--- src/rtl/smg_pkg.sv ---
package smg_pkg;
   localparam int unsigned MODE_W    = 8;
   localparam int unsigned F_PWR     = 7;
   localparam int unsigned F_TXEN    = 6;
   localparam int unsigned F_RXEN    = 5;
   localparam int unsigned F_PAR_HI  = 4;
   localparam int unsigned F_PAR_LO  = 3;
   localparam int unsigned F_LEN     = 2;
   localparam int unsigned F_STOP    = 1;
   localparam int unsigned F_RXIRQ   = 0;

   typedef enum logic [1:0] {
      RX_IDLE  = 2'd0,
      RX_START = 2'd1,
      RX_DATA  = 2'd2,
      RX_STOP  = 2'd3
   } rx_state_t;
endpackage

--- src/rtl/smg_mode_reg.sv ---
module smg_mode_reg #(
   parameter int unsigned        W         = 8,
   parameter logic [W-1:0]       RESET_VAL = 8'h01
) (
   input  logic                  clk,
   input  logic                  rst_n,
   input  logic                  we,
   input  logic                  bit_op,
   input  logic [$clog2(W)-1:0]  bit_idx,
   input  logic [W-1:0]          wdata,
   output logic [W-1:0]          q
);
   logic [W-1:0] nxt;
   logic [W-1:0] bit_mask;

   assign bit_mask = W'(1) << bit_idx;

   always_comb begin
      nxt = q;
      if (we) begin
         if (bit_op) nxt = (q & ~bit_mask) | (wdata[0] ? bit_mask : '0);
         else        nxt = wdata;
      end
   end

   always_ff @(posedge clk or negedge rst_n) begin
      if (!rst_n) q <= RESET_VAL;
      else        q <= nxt;
   end

   // a single-bit write touches no other bit
   a_r2_bit_write_isolated: assert property (@(posedge clk) disable iff (!rst_n)
      (we && bit_op) |=> (((q ^ $past(q)) & ~$past(bit_mask)) == '0));
endmodule

--- src/rtl/smg_sync.sv ---
module smg_sync #(
   parameter int unsigned STAGES = 2
) (
   input  logic clk,
   input  logic arst_n,
   input  logic d,
   output logic q
);
   generate
      if (STAGES == 0) begin : g_bypass
         assign q = d;
      end else begin : g_chain
         logic [STAGES-1:0] chain;
         always_ff @(posedge clk or negedge arst_n) begin
            if (!arst_n) chain <= '1;
            else if (STAGES == 1) chain <= d;
            else chain <= {chain[STAGES-2:0], d};
         end
         assign q = chain[STAGES-1];
      end
   endgenerate
endmodule

--- src/rtl/smg_tx.sv ---
module smg_tx #(
   parameter int unsigned DATA_BITS = 8,
   parameter int unsigned OVS       = 16
) (
   input  logic                 clk,
   input  logic                 arst_n,
   input  logic                 enable,
   input  logic                 tick,
   input  logic                 start,
   input  logic [DATA_BITS-1:0] data,
   output logic                 accept,
   output logic                 busy,
   output logic                 line
);
   localparam int unsigned FRAME = DATA_BITS + 2;
   localparam int unsigned BW    = $clog2(FRAME);
   localparam int unsigned CW    = $clog2(OVS);

   logic [FRAME-1:0] shreg;
   logic [BW-1:0]    nbit;
   logic [CW-1:0]    cnt;

   assign accept = start && enable && !busy;
   assign line   = busy ? shreg[0] : 1'b1;

   always_ff @(posedge clk or negedge arst_n) begin
      if (!arst_n) begin
         busy  <= 1'b0;
         shreg <= '1;
         nbit  <= '0;
         cnt   <= '0;
      end else if (!enable) begin
         busy  <= 1'b0;
         shreg <= '1;
         nbit  <= '0;
         cnt   <= '0;
      end else if (!busy) begin
         if (start) begin
            busy  <= 1'b1;
            shreg <= {1'b1, data, 1'b0};
            nbit  <= '0;
            cnt   <= '0;
         end
      end else if (tick) begin
         if (cnt == CW'(OVS - 1)) begin
            cnt   <= '0;
            shreg <= {1'b1, shreg[FRAME-1:1]};
            if (nbit == BW'(FRAME - 1)) busy <= 1'b0;
            else                        nbit <= nbit + 1'b1;
         end else begin
            cnt <= cnt + 1'b1;
         end
      end
   end

   // an accepted request starts a frame
   a_r5_accept_starts: assert property (@(posedge clk) disable iff (!arst_n)
      accept |=> busy);
   // a cleared enable ends any frame on the next clock
   a_r7_abort_on_disable: assert property (@(posedge clk) disable iff (!arst_n)
      !enable |=> !busy);
   // every frame opens with a low start bit
   a_r6_start_bit_low: assert property (@(posedge clk) disable iff (!arst_n)
      $rose(busy) |-> !line);
endmodule

--- src/rtl/smg_rx.sv ---
module smg_rx
   import smg_pkg::*;
#(
   parameter int unsigned DATA_BITS = 8,
   parameter int unsigned OVS       = 16
) (
   input  logic                 clk,
   input  logic                 arst_n,
   input  logic                 enable,
   input  logic                 tick,
   input  logic                 rxs,
   output logic [DATA_BITS-1:0] data,
   output logic                 valid,
   output logic                 err
);
   localparam int unsigned CW   = $clog2(OVS);
   localparam int unsigned BW   = $clog2(DATA_BITS);
   localparam int unsigned HALF = OVS / 2;

   rx_state_t            st;
   logic [CW-1:0]        cnt;
   logic [BW-1:0]        nbit;
   logic [DATA_BITS-1:0] sh;

   always_ff @(posedge clk or negedge arst_n) begin
      if (!arst_n) begin
         st    <= RX_IDLE;
         cnt   <= '0;
         nbit  <= '0;
         sh    <= '0;
         data  <= '0;
         valid <= 1'b0;
         err   <= 1'b0;
      end else begin
         valid <= 1'b0;
         if (!enable) begin
            st   <= RX_IDLE;
            cnt  <= '0;
            nbit <= '0;
         end else if (tick) begin
            unique case (st)
               RX_IDLE: begin
                  if (!rxs) begin
                     st  <= RX_START;
                     cnt <= '0;
                  end
               end
               RX_START: begin
                  if (cnt == CW'(HALF - 1)) begin
                     cnt  <= '0;
                     nbit <= '0;
                     st   <= rxs ? RX_IDLE : RX_DATA;
                  end else begin
                     cnt <= cnt + 1'b1;
                  end
               end
               RX_DATA: begin
                  if (cnt == CW'(OVS - 1)) begin
                     cnt <= '0;
                     sh  <= {rxs, sh[DATA_BITS-1:1]};
                     if (nbit == BW'(DATA_BITS - 1)) st <= RX_STOP;
                     else                            nbit <= nbit + 1'b1;
                  end else begin
                     cnt <= cnt + 1'b1;
                  end
               end
               RX_STOP: begin
                  if (cnt == CW'(OVS - 1)) begin
                     cnt   <= '0;
                     st    <= RX_IDLE;
                     data  <= sh;
                     err   <= !rxs;
                     valid <= 1'b1;
                  end else begin
                     cnt <= cnt + 1'b1;
                  end
               end
               default: st <= RX_IDLE;
            endcase
         end
      end
   end

   // a stored byte is flagged for a single clock only
   a_r9_valid_single_pulse: assert property (@(posedge clk) disable iff (!arst_n)
      valid |=> !valid);
   // no byte is reported while reception is disabled
   a_r11_no_capture_disabled: assert property (@(posedge clk) disable iff (!arst_n)
      !enable |=> !valid);
   // the buffer changes only when a byte is reported
   a_r10_buffer_stable: assert property (@(posedge clk) disable iff (!arst_n)
      !valid |-> $stable(data) || $past(!arst_n));
endmodule

--- src/rtl/serial_mode_gate.sv ---
module serial_mode_gate
   import smg_pkg::*;
#(
   parameter int unsigned         DATA_BITS   = 8,
   parameter int unsigned         OVS         = 16,
   parameter int unsigned         SYNC_STAGES = 2,
   parameter logic [MODE_W-1:0]   MODE_RESET  = 8'h01
) (
   input  logic                 clk,
   input  logic                 rst_n,
   input  logic                 reg_we,
   input  logic                 reg_bit_op,
   input  logic [2:0]           reg_bit_idx,
   input  logic [7:0]           reg_wdata,
   output logic [7:0]           reg_rdata,
   input  logic                 baud_tick,
   input  logic                 tx_start,
   input  logic [DATA_BITS-1:0] tx_data,
   output logic                 tx_accept,
   output logic                 tx_busy,
   output logic                 txd,
   input  logic                 rxd,
   output logic [DATA_BITS-1:0] rx_buf,
   output logic                 rx_valid,
   output logic                 rx_err
);
   generate
      if (DATA_BITS < 5 || DATA_BITS > 9) begin : g_bad_bits
         $error("DATA_BITS must lie between 5 and 9");
      end
      if (OVS < 4 || (OVS % 2) != 0) begin : g_bad_ovs
         $error("OVS must be even and at least 4");
      end
      if (SYNC_STAGES > 4) begin : g_bad_sync
         $error("SYNC_STAGES must not exceed 4");
      end
   endgenerate

   logic [MODE_W-1:0] mode;
   logic              pwr;
   logic              eng_rst_n;
   logic              tick_g;
   logic              tx_go;
   logic              rx_go;
   logic              rxd_g;
   logic              rxs;
   logic              tx_line;

   smg_mode_reg #(.W(MODE_W), .RESET_VAL(MODE_RESET)) u_mode (
      .clk     (clk),
      .rst_n   (rst_n),
      .we      (reg_we),
      .bit_op  (reg_bit_op),
      .bit_idx (reg_bit_idx),
      .wdata   (reg_wdata),
      .q       (mode)
   );

   assign reg_rdata = mode;
   assign pwr       = mode[F_PWR];
   assign eng_rst_n = rst_n & pwr;
   assign tick_g    = baud_tick & pwr;
   assign tx_go     = pwr & mode[F_TXEN];
   assign rx_go     = pwr & mode[F_RXEN];
   assign rxd_g     = rxd | ~pwr;
   assign txd       = pwr ? tx_line : 1'b1;

   smg_sync #(.STAGES(SYNC_STAGES)) u_sync (
      .clk    (clk),
      .arst_n (eng_rst_n),
      .d      (rxd_g),
      .q      (rxs)
   );

   smg_tx #(.DATA_BITS(DATA_BITS), .OVS(OVS)) u_tx (
      .clk    (clk),
      .arst_n (eng_rst_n),
      .enable (tx_go),
      .tick   (tick_g),
      .start  (tx_start),
      .data   (tx_data),
      .accept (tx_accept),
      .busy   (tx_busy),
      .line   (tx_line)
   );

   smg_rx #(.DATA_BITS(DATA_BITS), .OVS(OVS)) u_rx (
      .clk    (clk),
      .arst_n (eng_rst_n),
      .enable (rx_go),
      .tick   (tick_g),
      .rxs    (rxs),
      .data   (rx_buf),
      .valid  (rx_valid),
      .err    (rx_err)
   );

   // with power off the line idles and all status reads clear
   a_r3_power_off_idle: assert property (@(posedge clk) disable iff (!rst_n)
      !reg_rdata[F_PWR] |-> (txd && !tx_busy && !rx_err && rx_buf == '0));
   // no request is taken while transmit is gated off
   a_r5_no_accept_gated: assert property (@(posedge clk) disable iff (!rst_n)
      !(reg_rdata[F_PWR] && reg_rdata[F_TXEN]) |-> !tx_accept);
endmodule

--- config.mk ---
export PLATFORM = sky130hd
export DESIGN_NAME = serial_mode_gate
export DESIGN_NICKNAME = d
export VERILOG_FILES = /design/src/rtl/smg_pkg.sv /design/src/rtl/smg_mode_reg.sv /design/src/rtl/smg_sync.sv /design/src/rtl/smg_tx.sv /design/src/rtl/smg_rx.sv /design/src/rtl/serial_mode_gate.sv
export SDC_FILE = /design/constraint.sdc
export NUM_CORES = 1
export LEC_CHECK = 0
export ABC_AREA = 1
export BUFFER_PORTS_ARGS = -buffer_cell sky130_fd_sc_hd__buf_2
export CORE_MARGIN = 4
export CORE_UTILIZATION = 56
export CTS_CLUSTER_DIAMETER = 50
export DETAILED_ROUTE_END_ITERATION = 16
export GPL_TIMING_DRIVEN = 0
export PLACE_DENSITY = 0.79
export SLEW_MARGIN = 20
export SYNTH_ARGS = -nofsm -noshare
export SYNTH_HDL_FRONTEND = slang
export SYNTH_SLANG_ARGS = --single-unit
--- constraint.sdc ---
create_clock -name clk -period 1.9 [get_ports clk]
set_input_delay 0.19 -clock clk [delete_from_list [all_inputs] [get_ports clk]]
set_output_delay 0.19 -clock clk [all_outputs]
set_load 0.01 [all_outputs]
==> results by group <==
Placement
  – IO Port Bufs: 45
  – RePlAce Congestion: 0.8639
  – Post-DP HPWL: 4302 um
  – Area after DPL: 3184 um2

Die
  – Rows: 25
  – Area of the core: 4817 um2
  – DIE WIDTH: roughly 80 um
  – Area of the die: 6305 um2
  – Initial Util: 0.5927
  – Die H: 79.41 um
  – I/O pins: 47

Clocking
  – Clock tree sinks: 55
  – H-tree Lvls: 2
  – Post-CTS setup buffer count: 0
  – Root Buffer: clkbuf_8
  – CTS tree: yes
  – Clock Latency Late Sink: 0.31 ns
  – CTS clk-pin slew, worst paths: 0.10 ns
  – Clock Tree Buf Depth: 2
  – Post-CTS Hold Buffers: 1
  – Number of buffers created by CTS: 5
  – Post-cts gate resize count: 0

Logic synthesis
  – Xor-xnor portion of the synthesized cell area: 0.006135
  – EDFF count, synth: 0
  – Syn_nets: 372
  – Post-synthesis mux area share: 0
  – Primary FF master, synth: dfrtp_1
  – Cell area after synthesis: ~2900 um2
  – Synthesis warning total: 0
  – Sequential area share after synthesis: 0.4873
  – Area share of fa/ha/maj cells after synthesis: 0.02629
  – Mean Syn Cell Area: ~8.4 um2
  – Simple-Gate Fraction of Synth Area: 0.2327
  – Main combinational cell family by area after synthesis: simple AND/OR/NAND/NOR gates
  – Library cells used by synthesis: 30
  – Synth async-reset ratio: 1.000
  – Cells after synthesis: 340
  – Synthesis-stage register bit count: 55
  – Compound-Gate Fraction of Synth Area: 0.1569

Flow run
  – Max-Cap Viols: 0

Routing
  – DR vias: 2394
  – DRC viols: 0
  – Remaining antenna violation count: 0
  – DR WL/cell: roughly 13 um
  – Final WL: roughly 5800 um
  – Vias/cell: 5.182
  – Drt first pass iters: 6
  – Starting DRT DRC Count: 89

Global routing
  – Initial antenna violation count: 0
  – Vias in the first global route: 2442
  – First-pass GRT wire length: 10740 um
  – Pin count of the biggest net entering global routing: 26
  – Remaining global-route overflow: 0
  – Total track usage: 0.2133

Final layout
  – Design Area, Final: between 3000 and 4000 um2
  – N_diodes: 0
  – Commonest cells after routing, fill and taps aside: nand2_1, buf_2, inv_1
  – FILL cells: ~430
  – Final Net Count: 426
  – Synthesis-to-finish area growth: 15.82%
  – Share of cells above drive strength 1: 0.2810
  – Most common cell after layout, fill and taps aside: nand2_1

Critical path
  – Crit end category: output port
  – Cell Chain, Critical Path: nand2_1 -> inv_1 -> nand2_2 -> nor2_1 -> buf_2
  – CP Launch Type: register
  – CP Class: reg2out
  – Crit path max-delay cell type: dfrtp_1
  – CP max FO: 9
  – Arrival time at the worst endpoint: 1.52 ns
  – CP required: between 1.5 and 2 ns
  – CP max stage delay: between 0.4 and 0.5 ns

Timing
  – Clk_skew: 0.008333 ns
  – RSZ-0062 raised after global routing: no
  – Max Clk Rate: 584.9 MHz
  – Least-Margin Pin Slew: 0.5006 ns
  – Min Hold Slack: 0.07404 ns
  – Final Setup Violations: 0
  – Max-Slew Margin vs Limit: 0.6658
  – Final period utilization: 0.8998
  – Slew Limit Fails: 0
  – Final hold violations: 0
  – Tmin final: 1.710 ns
  – TNS Setup: 0 ns

Power and ir drop
  – Pleak: 1.625 nW
  – Pwr Total: 2.325 mW
  – PD cells: 703.0 nW/um2
  – Maximum vdd drop: 0.0004387 V

Hold path
  – Hold Crit Class: in2reg

Outcome
  – Status: finished clean
synthesized netlist by cell type, types with 2 or more instances:
| master | n | share of area |
|---|---|---|
| nand2_1 | 83 | 0.11 |
| inv_1 | 46 | 0.060 |
| dfrtp_1 | 43 | 0.38 |
| nand3_1 | 26 | 0.046 |
| o21ai_2 | 18 | 0.055 |
| nor2_1 | 17 | 0.022 |
| o21ai_0 | 16 | 0.028 |
| a21oi_1 | 14 | 0.025 |
| o22ai_1 | 13 | 0.028 |
| dfstp_2 | 12 | 0.11 |
| o21ai_1 | 9 | 0.016 |
| ha_1 | 6 | 0.026 |
| nand2_2 | 5 | 0.011 |
| buf_6 | 4 | 0.016 |
| inv_2 | 4 | 0.0053 |
| buf_2 | 3 | 0.0053 |
| nand4_1 | 3 | 0.0066 |
| nand2_4 | 2 | 0.0079 |
| nor2_4 | 2 | 0.0079 |
| or2_0 | 2 | 0.0044 |
| or2_2 | 2 | 0.0044 |
| xor2_1 | 2 | 0.0061 |
cell type report:
class / count / area, um2 / area share
Buffer: 9 / 71.32 / 0.02157
Clock inverter: 3 / 43.79 / 0.01324
Clock buffer: 5 / 68.82 / 0.02081
Timing Repair Buffer: 47 / 255.2 / 0.07719
Sequential cell: 55 / 1391 / 0.4207
Tap cell: 67 / 83.83 / 0.02535
Multi-Input combinational cell: 226 / 1205 / 0.3644
Inverter: 50 / 187.7 / 0.05675
stage by stage:
stage,instances,util,worst slack [ns]
floorplan,340,-,0.3033
global placement,452,0.6569,-0.2288
detailed placement,453,0.6610,0.3801
CTS,462,0.6865,0.1827
global route,462,0.6865,0.02610
finish,462,0.6865,0.1903
per-layer routing:
layer  wire [um]  vias to the layer above  part of all wire  global-route usage
li1            -                     1214                 -                   -
met1        2507                     1113              0.43              0.2568
met2        2960                       59              0.51              0.3906
met3         290                        8             0.050             0.04515
met4          55                        0            0.0095             0.04639
met5           0                        -                 0                   0
critical path, delay by kind of cell, from the launching register on:
family | cells | cell delay, ns
flops | 1 | 0.42
simple gates | 3 | 0.44
buf+inv | 2 | 0.34
power breakdown:
| part | switching [mW] | internal [mW] | leakage (nW) | total, mW |
|---|---|---|---|---|
| clock network | 0.390 | 0.393 | 0.0581 | 0.783 |
| logic | 0.177 | 0.0978 | 0.859 | 0.275 |
| registers | 0.0310 | 1.24 | 0.709 | 1.27 |
| total | 0.598 | 1.73 | 1.63 | 2.32 |
kinds of logic (layout without fill, tap and decap cells):
logic type,after synthesis,after routing
AO/OA/AOI/OAI,72,72
XOR/XNOR,2,2
adder cells (fa/ha/maj),6,6
buffers and inverters,59,114
flip-flops,55,55
AND/OR/NAND/NOR,146,146
worst paths after layout:
check	start	end	slack [ns]	cells past startpoint
max	register	tx_accept	0.19	5
min	reg_wdata[0]	register	0.07	3
max reg2reg	u_rx.cnt[0]	u_rx.data[0]	0.37	7
min reg2reg	u_sync.g_chain.chain[0]	u_sync.g_chain.chain[1]	0.36	0
max in group asynchronous	rst_n	u_tx.shreg[2]	0.65	5
min in group asynchronous	rst_n	async pin	0.26	2
Note: power is estimated with default switching activity, not from simulation.
